## config.mk

```make
export PLATFORM = sky130hd
export DESIGN_NAME = bnk_intc
export DESIGN_NICKNAME = d
export VERILOG_FILES = /design/src/rtl/bnk_intc_pkg.sv /design/src/rtl/bnk_intc_sync.sv /design/src/rtl/bnk_intc_bank.sv /design/src/rtl/bnk_intc_pick.sv /design/src/rtl/bnk_intc.sv
export SDC_FILE = /design/constraint.sdc
export NUM_CORES = 1
export LEC_CHECK = 0
export BUFFER_PORTS_ARGS = -buffer_cell sky130_fd_sc_hd__buf_2
export CORE_MARGIN = 8
export CORE_UTILIZATION = 50
export CTS_CLUSTER_DIAMETER = 200
export DETAILED_ROUTE_END_ITERATION = 10
export PLACE_DENSITY = 0.81
export SKIP_CTS_REPAIR_TIMING = 1
export SYNTH_ARGS = -nofsm -noshare
export SYNTH_HDL_FRONTEND = slang
export SYNTH_SLANG_ARGS = --single-unit
```

## constraint.sdc

```tcl
create_clock -name clk -period 2.4 [get_ports clk]
set_input_delay 0.72 -clock clk [delete_from_list [all_inputs] [get_ports clk]]
set_output_delay 0.72 -clock clk [all_outputs]
set_load 0.01 [all_outputs]
```

## src/rtl/bnk_intc_pkg.sv

```systemverilog
// Package: shared constants and address helpers for the two-bank interrupt controller.
// Assumes a 0x40-byte register window made of 32-bit words.
package bnk_intc_pkg;

    localparam int unsigned REG_W      = 32;
    localparam int unsigned WIN_ADDR_W = 6;
    localparam int unsigned WORD_IDX_W = WIN_ADDR_W - 2;

    // Position of a register inside its four-word bank group
    typedef enum logic [1:0] {
        SLOT_EVENT  = 2'd0,
        SLOT_ENABLE = 2'd1,
        SLOT_ACK    = 2'd2,
        SLOT_LEVEL  = 2'd3
    } reg_slot_e;

    // Word index of a bank's first register: bank 0 at 0x20, bank 1 at 0x10
    function automatic logic [WORD_IDX_W-1:0] bank_word_base(input int unsigned b);
        return WORD_IDX_W'(8 - 4 * b);
    endfunction

    // Word index of a given slot within a given bank
    function automatic logic [WORD_IDX_W-1:0] slot_word(input int unsigned b, input reg_slot_e s);
        return bank_word_base(b) + WORD_IDX_W'(s);
    endfunction

endpackage

```

## src/rtl/bnk_intc_sync.sv

```systemverilog
// Module: two-flop synchronizer for a vector of asynchronous inputs.
// Assumes each bit is an independent level; no bus coherency is implied.
module bnk_intc_sync #(
    parameter int unsigned W = 32
) (
    input  logic         clk,
    input  logic         rst_n,
    input  logic [W-1:0] async_in,
    output logic [W-1:0] sync_out
);

    logic [W-1:0] stage1_q;
    logic [W-1:0] stage2_q;

    // Two register stages to settle metastable samples
    always_ff @(posedge clk) begin
        if (!rst_n) begin
            stage1_q <= '0;
            stage2_q <= '0;
        end else begin
            stage1_q <= async_in;
            stage2_q <= stage1_q;
        end
    end

    assign sync_out = stage2_q;

endmodule

```

## src/rtl/bnk_intc_bank.sv

```systemverilog
// Module: one 32-source bank with enable, latched events and write-one-to-clear acknowledge.
// Assumes sync_in has already been synchronized. Bits set in LVL_MASK are
// level-type: they never latch and are pending only while high. Event latching
// is gated by the enable value held before the clock edge, and a new edge wins
// over an acknowledge of the same bit.
module bnk_intc_bank #(
    parameter int unsigned   W        = 32,
    parameter logic [W-1:0]  LVL_MASK = '0
) (
    input  logic         clk,
    input  logic         rst_n,
    input  logic [W-1:0] sync_in,
    input  logic         en_we,
    input  logic         ack_we,
    input  logic [W-1:0] wdata,
    output logic [W-1:0] ev_q,
    output logic [W-1:0] en_q,
    output logic [W-1:0] pend
);

    logic [W-1:0] prev_q;
    logic [W-1:0] rise;
    logic [W-1:0] clr_mask;

    // Rising edges of enabled edge-type sources
    assign rise     = sync_in & ~prev_q & ~LVL_MASK & en_q;
    // Bits the current acknowledge write asks to clear
    assign clr_mask = ack_we ? wdata : '0;

    // Edge history, enable storage and event latch
    always_ff @(posedge clk) begin
        if (!rst_n) begin
            prev_q <= '0;
            en_q   <= '0;
            ev_q   <= '0;
        end else begin
            prev_q <= sync_in;
            if (en_we) begin
                en_q <= wdata;
            end
            ev_q <= (ev_q & ~clr_mask) | rise;
        end
    end

    // Pending: latched event or live level-type input, qualified by enable
    assign pend = (ev_q | (sync_in & LVL_MASK)) & en_q;

endmodule

```

## src/rtl/bnk_intc_pick.sv

```systemverilog
// Module: selects the highest-numbered set bit of the pending vector.
// Assumes N is a power of two so that IDX_W bits cover every source.
module bnk_intc_pick #(
    parameter int unsigned N     = 64,
    parameter int unsigned IDX_W = $clog2(N)
) (
    input  logic [N-1:0]     pend,
    output logic             valid,
    output logic [IDX_W-1:0] index
);

    // Ascending scan: the last set bit found, which is the highest, is kept
    always_comb begin
        valid = 1'b0;
        index = '0;
        for (int i = 0; i < int'(N); i++) begin
            if (pend[i]) begin
                valid = 1'b1;
                index = IDX_W'(i);
            end
        end
    end

endmodule

```

## src/rtl/bnk_intc.sv

```systemverilog
// Module: two-bank interrupt controller top. It decodes the register window,
// synchronizes the raw inputs, instantiates one bank per 32 sources and
// reports the request and the highest pending source.
// Assumes single-cycle writes, combinational reads and word-aligned addresses.
module bnk_intc
    import bnk_intc_pkg::*;
#(
    parameter int unsigned                 NUM_BANKS = 2,
    parameter logic [NUM_BANKS*32-1:0]     LVL_MASK  = 64'h0000_0000_1ff0_0000
) (
    input  logic                               clk,
    input  logic                               rst_n,
    input  logic [5:0]                         bus_addr,
    input  logic                               bus_wr,
    input  logic [31:0]                        bus_wdata,
    output logic [31:0]                        bus_rdata,
    input  logic [NUM_BANKS*32-1:0]            irq_raw,
    output logic                               irq_req,
    output logic                               top_valid,
    output logic [$clog2(NUM_BANKS*32)-1:0]    top_index
);

    localparam int unsigned NUM_SRC = NUM_BANKS * REG_W;
    localparam int unsigned IDX_W   = $clog2(NUM_SRC);

    logic [NUM_SRC-1:0]    sync_all;
    logic [NUM_SRC-1:0]    ev_all;
    logic [NUM_SRC-1:0]    en_all;
    logic [NUM_SRC-1:0]    pend_all;
    logic [REG_W-1:0]      bank_rd [NUM_BANKS];
    logic [WORD_IDX_W-1:0] word_idx;

    assign word_idx = bus_addr[WIN_ADDR_W-1:2];

    bnk_intc_sync #(.W(NUM_SRC)) u_sync (
        .clk      (clk),
        .rst_n    (rst_n),
        .async_in (irq_raw),
        .sync_out (sync_all)
    );

    for (genvar b = 0; b < int'(NUM_BANKS); b++) begin : g_bank
        localparam logic [WORD_IDX_W-1:0] W_EV  = slot_word(b, SLOT_EVENT);
        localparam logic [WORD_IDX_W-1:0] W_EN  = slot_word(b, SLOT_ENABLE);
        localparam logic [WORD_IDX_W-1:0] W_ACK = slot_word(b, SLOT_ACK);
        localparam logic [WORD_IDX_W-1:0] W_LVL = slot_word(b, SLOT_LEVEL);

        logic en_we;
        logic ack_we;

        // Write strobes for this bank's writable words
        assign en_we  = bus_wr && (word_idx == W_EN);
        assign ack_we = bus_wr && (word_idx == W_ACK);

        bnk_intc_bank #(
            .W        (REG_W),
            .LVL_MASK (LVL_MASK[b*REG_W +: REG_W])
        ) u_bank (
            .clk     (clk),
            .rst_n   (rst_n),
            .sync_in (sync_all[b*REG_W +: REG_W]),
            .en_we   (en_we),
            .ack_we  (ack_we),
            .wdata   (bus_wdata),
            .ev_q    (ev_all[b*REG_W +: REG_W]),
            .en_q    (en_all[b*REG_W +: REG_W]),
            .pend    (pend_all[b*REG_W +: REG_W])
        );

        // Read selection for this bank; the acknowledge word reads as zero
        always_comb begin
            if (word_idx == W_EV) begin
                bank_rd[b] = ev_all[b*REG_W +: REG_W];
            end else if (word_idx == W_EN) begin
                bank_rd[b] = en_all[b*REG_W +: REG_W];
            end else if (word_idx == W_LVL) begin
                bank_rd[b] = sync_all[b*REG_W +: REG_W];
            end else begin
                bank_rd[b] = '0;
            end
        end
    end

    // Merge bank read data; bank address ranges do not overlap
    always_comb begin
        bus_rdata = '0;
        for (int b = 0; b < int'(NUM_BANKS); b++) begin
            bus_rdata = bus_rdata | bank_rd[b];
        end
    end

    // Request line: any pending source
    assign irq_req = |pend_all;

    bnk_intc_pick #(.N(NUM_SRC), .IDX_W(IDX_W)) u_pick (
        .pend  (pend_all),
        .valid (top_valid),
        .index (top_index)
    );

endmodule

```

==> metrics.txt <==
status=complete, but fails checks; failing checks=setup timing; Sink Count=311; Clock Latency Late Sink=0.56 ns; Net Count, Synth=1452; Final Hold Viols=0; synthesized flop and latch total=311; CORE AREA=23500 µm²; Syn Area/Cell=8.85 µm²; Ys Warns=0; gr ovfl total=0; hold path cells=2; Final Max Tran Viols=0; dpl cells=1904; critical path fanouts, max=3; largest family of logic cells by synthesized area=simple AND/OR/NAND/NOR gates; Reg2Reg Launch Point=g_bank[0].u_bank.en_q[4]$_SDFFE_PN0P_; DRT Pass-1 Iters=7; busiest grt layer=met2; maximum level of the CTS H-tree=1; maximum vdd drop=670 µV; most common cell after layout, fill and taps aside=dfxtp_1; CTS root buffer=clkbuf_16; Crit Reg-Reg Endpoint=g_bank[0].u_bank.ev_q[4]$_SDFF_PN0_; drc violations=0; Setup violations, final=40; register area share after synthesis=0.522; Reg power frac=0.469; switching portion of total power=0.215; internal power=9000 µW; Crit. End Element=output port; Simple-Gate Fraction of Synth Area=0.259; drt initial violations=1339; routed length per placed instance=20.6 µm; Finished Layout Cells=1993; Starting Density=0.508; fmax=284 MHz; die area=29100 µm²; I/O pins=145; Longest Clk Path Bufs=3; hold endpoint=u_sync.stage1_q[3]$_SDFF_PN0_; global-route usage over all layers=0.234; clock skew=0.0120 ns; remaining antenna violation count=0; R2R Setup Slk=1.30 ns; largest net degree at the start of global routing=87; Hold Path Class=in2reg; max cap viols=0; Core Rows=56; Startpoint Class=flip-flop; sw power=2470 µW; layout cells sized above 1=0.307; vias in the first global route=10900; average vias per placed instance=5.83; setup ws final=-1.12 ns; setup repair after global routing missed its margin=yes; Worst-path clk slew=0.07 ns; post-synthesis cell type count=41; Area Growth Syn to Fin=39.0%; R2R cell count=5; post-synthesis instance area=11900 µm²; M2 GR Usage=0.398; GR Layer Usage met1=0.292; nets=1752; Die Y=170 µm; combinational power share=0.051; hold path startpoint=irq_raw[3]; first-pass GRT wire length=55400 µm; Post-Synth Adder-Cell Area=0; mux share of post-synthesis cell area=0; CTS tree=done; Power Dens Cells=692 nW/µm²; Mapped Cells=1347; commonest non-fill, non-tap cells in the layout=dfxtp_1, nand2_1, and2_1, buf_4, buf_2; Crit Path Category=reg2out; Rel. slew slack=0.632; Port Buf Inserts=142; DR vias=11600; Period minus WS final=3.52 ns; Place WS=-0.264 ns; post-synthesis compound-gate area fraction=0.186; cell leakage power=0.00675 µW; initial antenna violation count=3; met3 usage=0.0419; final worst-path cycle share=1.47; DP HPWL=22800 µm; Crit path required time=1.68 ns; die width=170 µm; Worst EP arrival=2.80 ns; Clk pwr share=0.480; Num CTS Buffers=31; Synth Area in XOR/XNOR=0; slew at the pin with the worst max-slew slack=0.552 ns; final WL=41100 µm; GP Congestion=0.891
==> worst max-delay path: stages, from the launching register on <==
cell      delay, ns
dfxtp_1        0.32
nand2_1        0.11
buf_4          0.13
nand4_1        0.24
a21oi_1        0.54
o21bai_1       0.17
a211o_1        0.37
a31oi_4        0.21
buf_2          0.16
==> power groups by stage <==
stage	registers, µW	logic [µW]	clock network [µW]
floorplan	5460	232	0
global placement	5480	460	0
detailed placement	5480	471	0
CTS	5370	475	5520
global route	5390	624	5770
finish	5380	588	5500
==> registers in the layout, indices dropped and copies added (netlist names) <==
name                  count
g_bank.u_bank.ev_q       64
u_sync.sync_out          64
u_sync.stage1_q          64
g_bank.u_bank.en_q       64
g_bank.u_bank.prev_q     55
==> Yosys cell counts <==
| library cell | n | area, µm² |
|---|---|---|
| o41ai_1 | 1 | 8.76 |
| or3_4 | 1 | 11.3 |
| nor2b_1 | 56 | 350 |
| nand2_1 | 273 | 1020 |
| o21bai_1 | 1 | 7.51 |
| a222oi_1 | 3 | 30.0 |
| nand3b_1 | 1 | 7.51 |
| a21boi_1 | 10 | 75.1 |
| a22oi_1 | 111 | 833 |
| nand2b_1 | 5 | 31.3 |
| nor2_1 | 38 | 143 |
| buf_2 | 6 | 30.0 |
| a21boi_0 | 55 | 413 |
| nor4_1 | 1 | 6.26 |
| a32oi_1 | 32 | 280 |
| a32o_1 | 5 | 50.1 |
| and3_1 | 1 | 6.26 |
| nand3_1 | 42 | 210 |
| a221oi_1 | 3 | 26.3 |
| or3_1 | 1 | 6.26 |
| o211ai_1 | 4 | 30.0 |
| inv_1 | 31 | 116 |
| and2_0 | 2 | 12.5 |
| and2_1 | 187 | 1170 |
| a211o_1 | 2 | 17.5 |
| a31oi_1 | 4 | 25.0 |
| a311oi_1 | 1 | 8.76 |
| clkbuf_1 | 65 | 244 |
| a2111oi_0 | 1 | 8.76 |
| buf_1 | 1 | 3.75 |
| a22o_1 | 5 | 43.8 |
| a211oi_1 | 3 | 22.5 |
| o21ai_0 | 18 | 90.1 |
| nand4_1 | 9 | 56.3 |
| o21a_1 | 1 | 7.51 |
| o2111ai_1 | 2 | 17.5 |
| nor3_1 | 11 | 55.1 |
| a21oi_1 | 41 | 205 |
| o31ai_1 | 1 | 7.51 |
| a21o_1 | 1 | 7.51 |
| dfxtp_1 | 311 | 6230 |
==> worst max-delay path by stage <==
stage                         to  slack [ns]  cells after the start                                   from
finish              top_index[2]       -1.12                      8  g_bank[0].u_bank.en_q[9]$_SDFFE_PN0P_
global route        top_index[2]       -1.07                      8    g_bank[0].u_bank.ev_q[9]$_SDFF_PN0_
CTS                 top_index[3]       -0.88                      8   g_bank[0].u_bank.ev_q[23]$_SDFF_PN0_
detailed placement       irq_req       -0.26                      6    g_bank[1].u_bank.ev_q[9]$_SDFF_PN0_
global placement    top_index[0]       -0.25                      8    g_bank[0].u_bank.ev_q[2]$_SDFF_PN0_
floorplan           bus_rdata[0]       0.006                      5                            bus_addr[4]
==> layer usage <==
layer | share of wire | wire length, µm
met1 | 0.38 | 15700
met2 | 0.45 | 18400
met3 | 0.11 | 4600
met4 | 0.060 | 2480
met5 | 0.00024 | 10
==> cells by family (layout without fill, tap and decap cells) <==
| family | after synthesis | in the layout |
|---|---|---|
| buffers and inverters | 103 | 428 |
| flip-flops | 311 | 311 |
| other | 0 | 2 |
| AND/OR/NAND/NOR | 628 | 628 |
| AO/OA/AOI/OAI | 305 | 305 |
==> metrics by stage <==
step / area (µm²) / util / total power (µW) / TNS [ns] / hold slack (ns)
floorplan: 12000 / - / 5690 / 0 / 0.412
global placement: 14200 / 0.606 / 5940 / -7.90 / 0.413
detailed placement: 14200 / 0.606 / 5950 / -8.58 / 0.417
CTS: 15400 / 0.656 / 11400 / -13.73 / 0.341
global route: 16600 / 0.706 / 11800 / -15.09 / 0.344
finish: 16600 / 0.706 / 11500 / -14.04 / 0.357
==> cell type report <==
cell class	instances	area (µm²)
antenna	2	5.00
tap	319	399
clock buffer	41	873
timing repair buffer	339	2730
sequential	311	6240
clock inverter	17	302
multi-input combinational	933	5910
fill	1519	6900
inverter	31	116
Power figures use the tool's default switching activity.
